==> src/rtl/sdiv_pkg.sv <==
package sdiv_pkg;

    localparam int DIVIDEND_W = 32;
    localparam int DIVISOR_W  = 16;
    localparam int ITERS      = DIVIDEND_W - DIVISOR_W + 1;   // quotient bits developed
    localparam int HEAD_W     = DIVIDEND_W - ITERS;           // dividend bits preloaded into the partial remainder
    localparam int PART_W     = DIVISOR_W + 3;                // partial remainder with sign and headroom
    localparam int CNT_W      = $clog2(ITERS + 2);
    localparam int TOTAL_ADV  = ITERS + 1;                    // issued steps after the start step

    typedef enum logic [1:0] {
        PH_IDLE = 2'd0,
        PH_ITER = 2'd1,
        PH_FIX  = 2'd2
    } phase_t;

    typedef struct packed {
        phase_t                phase;
        logic [PART_W-1:0]     part;
        logic [ITERS-1:0]      acc;
        logic [DIVISOR_W-1:0]  dmag;
        logic [CNT_W-1:0]      cnt;
        logic                  neg_q;
        logic                  neg_r;
        logic                  dz;
    } div_state_t;

    function automatic logic [DIVIDEND_W-1:0] cneg_wide(input logic [DIVIDEND_W-1:0] v, input logic neg);
        return neg ? (~v + 1'b1) : v;
    endfunction

    function automatic logic [DIVISOR_W-1:0] cneg_narrow(input logic [DIVISOR_W-1:0] v, input logic neg);
        return neg ? (~v + 1'b1) : v;
    endfunction

endpackage

==> src/rtl/sdiv_prep.sv <==
module sdiv_prep
    import sdiv_pkg::*;
(
    input  logic                  signed_i,
    input  logic                  wide_i,
    input  logic [DIVIDEND_W-1:0] dividend_i,
    input  logic [DIVISOR_W-1:0]  divisor_i,
    output logic [DIVIDEND_W-1:0] nmag_o,
    output logic [DIVISOR_W-1:0]  dmag_o,
    output logic                  neg_q_o,
    output logic                  neg_r_o,
    output logic                  dz_o
);
    localparam int EXT_W = DIVIDEND_W - DIVISOR_W;

    logic [DIVIDEND_W-1:0] ext;
    logic                  n_neg;
    logic                  d_neg;

    always_comb begin
        if (wide_i) begin
            ext = dividend_i;
        end else begin
            ext = {{EXT_W{signed_i & dividend_i[DIVISOR_W-1]}}, dividend_i[DIVISOR_W-1:0]};
        end
        n_neg   = signed_i & ext[DIVIDEND_W-1];
        d_neg   = signed_i & divisor_i[DIVISOR_W-1];
        nmag_o  = cneg_wide(ext, n_neg);
        dmag_o  = cneg_narrow(divisor_i, d_neg);
        neg_q_o = n_neg ^ d_neg;
        neg_r_o = n_neg;
        dz_o    = (divisor_i == '0);
    end
endmodule

==> src/rtl/sdiv_iter.sv <==
module sdiv_iter
    import sdiv_pkg::*;
(
    input  logic [PART_W-1:0]    part_i,
    input  logic [ITERS-1:0]     acc_i,
    input  logic [DIVISOR_W-1:0] dmag_i,
    output logic [PART_W-1:0]    part_o,
    output logic [ITERS-1:0]     acc_o
);
    logic [PART_W-1:0] shifted;
    logic [PART_W-1:0] dext;

    always_comb begin
        shifted = {part_i[PART_W-2:0], acc_i[ITERS-1]};
        dext    = {{(PART_W-DIVISOR_W){1'b0}}, dmag_i};
        // negative remainder: add back; non-negative: subtract
        part_o  = part_i[PART_W-1] ? (shifted + dext) : (shifted - dext);
        acc_o   = {acc_i[ITERS-2:0], ~part_o[PART_W-1]};
    end
endmodule

==> src/rtl/sdiv_fixup.sv <==
module sdiv_fixup
    import sdiv_pkg::*;
(
    input  logic                 part_neg_i,
    input  logic [DIVISOR_W-1:0] part_low_i,
    input  logic [DIVISOR_W-1:0] qmag_i,
    input  logic [DIVISOR_W-1:0] dmag_i,
    input  logic                 neg_q_i,
    input  logic                 neg_r_i,
    output logic [DIVISOR_W-1:0] quo_o,
    output logic [DIVISOR_W-1:0] rem_o
);
    logic [DIVISOR_W-1:0] rmag;

    always_comb begin
        rmag  = part_neg_i ? (part_low_i + dmag_i) : part_low_i;
        quo_o = cneg_narrow(qmag_i, neg_q_i);
        rem_o = cneg_narrow(rmag, neg_r_i);
    end
endmodule

==> src/rtl/sdiv_unit.sv <==
module sdiv_unit
    import sdiv_pkg::*;
(
    input  logic                  clk_i,
    input  logic                  rst_i,
    input  logic                  start_i,
    input  logic                  step_en_i,
    input  logic                  hold_i,
    input  logic                  signed_i,
    input  logic                  wide_i,
    input  logic [DIVIDEND_W-1:0] dividend_i,
    input  logic [DIVISOR_W-1:0]  divisor_i,
    output logic                  busy_o,
    output logic                  done_o,
    output logic                  div_zero_o,
    output logic [DIVISOR_W-1:0]  quotient_o,
    output logic [DIVISOR_W-1:0]  remainder_o
);
    localparam logic [CNT_W-1:0] ITER_LAST = CNT_W'(ITERS - 1);

    div_state_t            st_q;
    logic                  done_q;
    logic                  dz_q;
    logic [DIVISOR_W-1:0]  quo_q;
    logic [DIVISOR_W-1:0]  rem_q;
    logic                  advance;

    logic [DIVIDEND_W-1:0] p_nmag;
    logic [DIVISOR_W-1:0]  p_dmag;
    logic                  p_neg_q;
    logic                  p_neg_r;
    logic                  p_dz;

    logic [PART_W-1:0]     it_part;
    logic [ITERS-1:0]      it_acc;

    logic [DIVISOR_W-1:0]  fx_quo;
    logic [DIVISOR_W-1:0]  fx_rem;

    logic [CNT_W-1:0]      step_cnt;

    assign advance  = step_en_i & ~hold_i;
    assign step_cnt = st_q.cnt;

    sdiv_prep u_prep (
        .signed_i   (signed_i),
        .wide_i     (wide_i),
        .dividend_i (dividend_i),
        .divisor_i  (divisor_i),
        .nmag_o     (p_nmag),
        .dmag_o     (p_dmag),
        .neg_q_o    (p_neg_q),
        .neg_r_o    (p_neg_r),
        .dz_o       (p_dz)
    );

    sdiv_iter u_iter (
        .part_i (st_q.part),
        .acc_i  (st_q.acc),
        .dmag_i (st_q.dmag),
        .part_o (it_part),
        .acc_o  (it_acc)
    );

    sdiv_fixup u_fix (
        .part_neg_i (st_q.part[PART_W-1]),
        .part_low_i (st_q.part[DIVISOR_W-1:0]),
        .qmag_i     (st_q.acc[DIVISOR_W-1:0]),
        .dmag_i     (st_q.dmag),
        .neg_q_i    (st_q.neg_q),
        .neg_r_i    (st_q.neg_r),
        .quo_o      (fx_quo),
        .rem_o      (fx_rem)
    );

    always_ff @(posedge clk_i) begin
        if (rst_i) begin
            st_q   <= '0;
            done_q <= 1'b0;
            dz_q   <= 1'b0;
            quo_q  <= '0;
            rem_q  <= '0;
        end else if (start_i) begin
            st_q.phase <= PH_ITER;
            st_q.part  <= {{(PART_W-HEAD_W){1'b0}}, p_nmag[DIVIDEND_W-1:ITERS]};
            st_q.acc   <= p_nmag[ITERS-1:0];
            st_q.dmag  <= p_dmag;
            st_q.cnt   <= '0;
            st_q.neg_q <= p_neg_q;
            st_q.neg_r <= p_neg_r;
            st_q.dz    <= p_dz;
            done_q     <= 1'b0;
            dz_q       <= 1'b0;
        end else if (advance) begin
            case (st_q.phase)
                PH_ITER: begin
                    st_q.part <= it_part;
                    st_q.acc  <= it_acc;
                    st_q.cnt  <= st_q.cnt + 1'b1;
                    if (st_q.cnt == ITER_LAST) begin
                        st_q.phase <= PH_FIX;
                    end
                end
                PH_FIX: begin
                    st_q.phase <= PH_IDLE;
                    quo_q      <= fx_quo;
                    rem_q      <= fx_rem;
                    dz_q       <= st_q.dz;
                    done_q     <= 1'b1;
                end
                default: ;
            endcase
        end
    end

    assign busy_o      = (st_q.phase != PH_IDLE);
    assign done_o      = done_q;
    assign div_zero_o  = dz_q;
    assign quotient_o  = quo_q;
    assign remainder_o = rem_q;

endmodule

==> config.mk <==
export PLATFORM = sky130hd
export DESIGN_NAME = sdiv_unit
export DESIGN_NICKNAME = d
export VERILOG_FILES = /design/src/rtl/sdiv_pkg.sv /design/src/rtl/sdiv_prep.sv /design/src/rtl/sdiv_iter.sv /design/src/rtl/sdiv_fixup.sv /design/src/rtl/sdiv_unit.sv
export SDC_FILE = /design/constraint.sdc
export NUM_CORES = 1
export LEC_CHECK = 0
export ABC_CLOCK_PERIOD_IN_PS = 5700
export CAP_MARGIN = 10
export CELL_PAD_IN_SITES_DETAIL_PLACEMENT = 0
export CELL_PAD_IN_SITES_GLOBAL_PLACEMENT = 2
export CORE_MARGIN = 4
export CORE_UTILIZATION = 42
export CTS_BUF_LIST = sky130_fd_sc_hd__clkbuf_8
export DETAILED_ROUTE_END_ITERATION = 16
export DONT_BUFFER_PORTS = 1
export PLACE_DENSITY_LB_ADDON = 0.12
export REMOVE_ABC_BUFFERS = 1
export SLEW_MARGIN = 20
export SYNTH_ARGS = -nofsm -noshare
export SYNTH_HDL_FRONTEND = slang
export SYNTH_SLANG_ARGS = --single-unit
==> constraint.sdc <==
create_clock -name clk_i -period 5.7 [get_ports clk_i]
set_input_delay 0 -clock clk_i [delete_from_list [all_inputs] [get_ports clk_i]]
set_output_delay 0 -clock clk_i [all_outputs]
set_load 0.02 [all_outputs]
======== Word level (Yosys, flattened, before mapping) ========
Cells that the tools add are included.
storage, ports and cells
  register bits ........................... 96
  word-level logic and storage cells ...... 64
  input bits .............................. 55
cells by class
  bitwise logic cells ..................... 12
  add/subtract/negate cells ............... 8
  reductions and logical operators ........ 13
  equal/unequal tests ..................... 5
  muxes and demuxes ....................... 12
operators with widths
  cell                                            count
  2-to-1 mux 37 bit                               2
  2-to-1 mux 16 bit                               4
  2-to-1 mux 32 bit                               2
  adder 16 x 1 -> 16 bit (second input constant)  3
  NOT 16 bit                                      3
  2-to-1 mux 36 bit                               1
  adder 32 x 1 -> 32 bit (second input constant)  1
  NOT 32 bit                                      1
  adder 19 x 16 -> 19 bit                         1
  2-to-1 mux 19 bit                               1
  subtractor 19 x 16 -> 19 bit                    1
  adder 16 bit                                    1
  logical NOT 16 bit                              1
  AND reduction 3 bit                             3
  nonzero test 2 bit                              4
  AND reduction 2 bit                             3
  adder 5 x 1 -> 5 bit (second input constant)    1
  == test 5 bit (second input constant)           1
  AND 1 bit                                       4
  one-hot mux 2 bit (2 select lines)              1
  != test 3 bit (second input constant)           1
  NOT 1 bit                                       3
  nonzero test 3 bit                              1
  == test 2 x 1 -> 1 bit (second input constant)  1
  other kinds (5)                                 5

======== Longest topological paths before layout ========
  depth in word-level cells ............... 6
  gate-level depth with buffers ........... 17

======== Hierarchy ========
From an unflattened synthesis, not the netlist that was laid out.
second synthesis, totals
  cell total of the unflattened synthesis .. 1,071
  area total of the unflattened synthesis .. 8,390.5 um^2
modules (own cells, without submodules)
  module      sequential area each (um^2)  area an instance (um^2)  cells each  times used
  sdiv_unit   1,921.8                      4,060.1                  455         1
  sdiv_fixup  0.0                          1,600.3                  217         1
  sdiv_iter   0.0                          1,382.6                  194         1
  sdiv_prep   0.0                          1,347.5                  205         1

======== Worst setup path before layout ========
OpenSTA, ideal clock, no wires.
  kind .................................... flip-flop to flip-flop
  start point ............................. reg st_q[59] in the netlist's numbering
  end point ............................... reg st_q[53] in the netlist's numbering
  period minus slack after synthesis ...... 3,505 ps
  arrival ................................. 3,373 ps
  slack ................................... 2,195 ps
  library setup time ...................... 132 ps
  stages on the path, launching flop included .. 18
  required time ........................... 5,568 ps
  buffers on the path ..................... 4
  cells stage by stage .................... dfxtp_1 clkbuf_8 clkbuf_1 clkbuf_8 clkbuf_1 nor2_1 xor2_1 ha_1 nor2b_1 o21ai_0 a21o_1 a31oi_1 a21o_1 a21oi_1 o21ai_0 xor2_1 a211oi_1 nor3_1
between the ends
  cells in the longest elaborated chain, start to end .. 4
ends and longest elaborated chain
  item                RTL line         text
  start: declaration  sdiv_unit.sv:21  div_state_t st_q;
  2-to-1 mux 19 bit   sdiv_iter.sv:17  part_o = part_i[PART_W-1] ? (shifted + dext) : (shifted - dext);
  2-to-1 mux 36 bit   sdiv_unit.sv:95  case (st_q.phase)
  2-to-1 mux 37 bit   sdiv_unit.sv:94  end else if (advance) begin
  2-to-1 mux 37 bit   sdiv_unit.sv:83  end else if (start_i) begin
No other way between the ends. The select of a mux whose other input is x is not followed.
A chain may end at the register's enable or synchronous reset.

======== Worst setup path after layout ========
  start point ............................. reg st_q[10] in the netlist's numbering
  end point ............................... reg st_q[24] in the netlist's numbering
between the ends
  cells in the longest elaborated chain, start to end .. 6
  elaborated cells on any way between the ends .. 7
ends and longest elaborated chain
  item                                                                     RTL line         text
  subtractor 19 x 16 -> 19 bit or adder 19 x 16 -> 19 bit (tied branches)  sdiv_iter.sv:17
  2-to-1 mux 19 bit (*)                                                    sdiv_iter.sv:17
  NOT 1 bit (*)                                                            sdiv_iter.sv:18  acc_o = {acc_i[ITERS-2:0], ~part_o[PART_W-1]};
  2-to-1 mux 36 bit (*)                                                    sdiv_unit.sv:95
  2-to-1 mux 37 bit (*)                                                    sdiv_unit.sv:94
  2-to-1 mux 37 bit (*)                                                    sdiv_unit.sv:83
Every way passes the cells marked *; elsewhere a longest branch is shown, timed or not. The select of a mux whose other input is x is not followed.

==> flow_summary.toml <==
[power_and_ir_drop]
peakVddDrop_mv = 0.118
power_frac_clock_pct = 27.5
p_comb_share_pct = 31.9
internal-power_uw = 1170
swShare_pct = 36.1
p_per_area_nw_per_um2 = 216
power_frac_seq_pct = 40.6
leakagePower_uw = 0.00305
p_sw_uw = 662
power_uw = 1830

[logic_synthesis]
synth_area_sq_um = 7560
synth_cells = 1004
yosys_warnings = 0
syn_area_per_cell_sq_um = 7.53
async_flop_share_pct = 0
ys_ff_latch = 96
yosysSeqAreaShare_pct = 25.4
synth_edf_count = 0
yosys_most_used_dff = "dfxtp_1"
yosysUniqueCellTypes = 70

[min_path]
min_path_type = "in2reg"

[die]
fp.dieArea_sq_um = 20200
start_util_pct = 43.2
coreArea_sq_um = 17500
num_io_pins = 90
die_w_um = 142
die_h_um = 142
num_rows = 48

[clock_tree]
ctsResizeCount = 0
cts_sinks = 96
numCtsBuffers = 9
clkLatencyLatePin_ns = 0.40
cts_tree = "done"
hold_buffers = 66
cts_buffer_depth = 2
clkTransAtPathRegs_ns = 0.10
cts-root-buf = "clkbuf_8"
cts_setup_buffers = 0
htreeDepth = 3

[drt]
first_pass_iters = 5
drc = 0
via_count = 7319
finalWirelength_um = 22600
ant_nets = 0
via_per_inst = 5.80
routedWlPerCell_um = 17.9
first_iter_violations = 499

[sta]
finalCritPeriodShare_pct = 69.9
relSlewSlack_pct = 39.0
tightestPinTransition_ns = 0.912
clock_skew_ns = 0.0141
fin_crit_ns = 3.98
finalHoldViolCount = 1
holdWs_ns = -0.0111
finalSetupViolCount = 0
drv_slew = 0
rsz0062_at_grt = "no"
fmax_mhz = 251
setup_tns_ns = 0

[status]
violations = "negative hold slack"
outcome = "finished with violations"

[layout]
fin_util_pct = 48.6
multi_input_area_sq_um = 5230
seq_area_sq_um = 1920
nets = 1130
n_fill_cell = 1750
area_growth_pct = 12.5
layout-drive-gt1-share_pct = 5.21
antenna_cells = 0

[placed_design]
port_buffers = 0
routabilityCongestion = 0.854
hpwlAfterDp_um = 15600

[grt]
grt_pass1_vias = 6894
grt_max_degree = 102
grt_pass1_wl_um = 36600
antenna_found_initial = 0
gr-total-overflow = 0
grt_usage_pct = 22.2

[setup_path]
end_kind = "flip-flop"
cp_cell_sequence = "or3_1 > nor3b_1 > nor3b_1 > nor2_1 > xnor2_1 > ha_1 > a21o_1 > a21o_1 > a21oi_1 > nand2_1 > a31oi_1 > o211ai_1 > a21oi_1 > xnor2_1 > nand2_1 > a221oi_1"
slowest_delay_ns = 0.51
crit_arrival_ns = 4.29
startpoint_type = "flip-flop"
critPathKind = "reg2reg"
critical_path.max_fanout = 6
crit_slowest_cell = "nor3b_1"
cp_data_required_time_ns = 6.00

[job]
maxCapViolations = 0
[kinds of logic (layout without fill, tap and decap cells)]
kind of cell / count (synthesis) / count (layout) / synth area share, %
flip-flops: 96 / 96 / 25.4
AO/OA/AOI/OAI: 303 / 303 / 25.8
XOR/XNOR: 100 / 100 / 11.8
buffers and inverters: 86 / 119 / 5.46
multiplexers: 9 / 9 / 1.23
adder cells (fa/ha/maj): 43 / 43 / 7.32
AND/OR/NAND/NOR: 367 / 367 / 23.0
[sequential cells by signal (all words and copies together) (netlist names)]
signal / flops
st_q: 57
step_cnt: 5
quotient_o: 16
div_zero_o: 1
done_o: 1
remainder_o: 16
[cell usage after synthesis (6+ instances only)]
library cell,count,area (sq um)
a211oi_1,46,345
a21o_1,10,75.1
a21oi_1,121,606
a311oi_1,10,87.6
a31oi_1,9,56.3
clkbuf_1,41,154
clkbuf_8,6,82.6
dfxtp_1,96,1920
ha_1,41,513
inv_1,28,105
mux2i_1,7,70.1
nand2_1,119,447
nand2b_1,12,75.1
nand3_1,13,65.1
nand4_1,10,62.6
nor2_1,114,428
nor2b_1,13,81.3
nor3_1,27,135
nor4_1,6,37.5
o211ai_1,7,52.6
o21ai_0,44,220
o31ai_1,11,82.6
o41ai_1,10,87.6
or3_1,16,100
xnor2_1,52,455
xor2_1,47,412
[power by group through the flow]
| stage | registers, uW | clock network, uW | logic [uW] |
|---|---|---|---|
| floorplan | 744 | 0 | 419 |
| global placement | 760 | 0 | 503 |
| detailed placement | 761 | 0 | 508 |
| CTS | 746 | 521 | 583 |
| global route | 751 | 549 | 656 |
| finish | 745 | 504 | 585 |
[layout make-up]
type / count / area share, %
Inverter: 30 / 1.32
Multi-Input combinational cell: 822 / 61.5
Clock inverter: 7 / 0.986
Sequential cell: 96 / 22.6
Clock buffer: 9 / 1.46
Timing Repair Buffer: 73 / 8.80
Tap cell: 225 / 3.31
[path summary, 6_finish.rpt]
check | from | endpoint | slack [ns] | cells after the start
min | dividend_i[16] | st_q[41]$_SDFFE_PP0P_ | -0.01 | 3
max reg2reg | st_q[10]$_SDFFE_PP0P_ | st_q[24]$_SDFFE_PP0P_ | 1.72 | 16
min reg2reg | st_q[58]$_SDFFE_PP0P_ | st_q[58]$_SDFFE_PP0P_ | 0.47 | 2
max | st_q[10]$_SDFFE_PP0P_ | st_q[24]$_SDFFE_PP0P_ | 1.72 | 16
[critical path, delay by kind of cell, from the launching register on]
family          cells  cell delay [ns]
compound gates      7             1.27
xor+xnor            2             0.31
fa+ha+maj           1             0.36
simple gates        6             1.58
flops               1             0.38
[stage by stage]
stage               cells  instance area [sq um]  hold WS [ns]  setup slack [ns]
floorplan             948                   7260        0.0691              1.98
global placement     1180                   7600        0.0799              1.93
detailed placement   1180                   7600        0.0808              1.74
CTS                  1262                   8500      0.000332              1.74
global route         1262                   8500        0.0301              1.28
finish               1262                   8500       -0.0111              1.72
[placed cells by master (no fill, tap or decap), types with 27 or more instances in the layout]
master and n:
xor2_1 47, dfxtp_1 96, nor2_1 113, nand2_1 119, ha_1 41, inv_1 28, xnor2_1 52, a211oi_1 46
nor3_1 27, o21ai_0 44, a21oi_1 121, dlygate4sd3_1 64
[routing by layer]
metal  global-route usage [%]  share of wire [%]  vias up
met5                        0                  0        -
met4                     5.61                1.3        0
met3                     2.76                4.0       17
met2                     36.6                 47      169
met1                     30.9                 48     3469
li1                         -                  -     3664
Note: power is estimated with default switching activity, not from simulation.
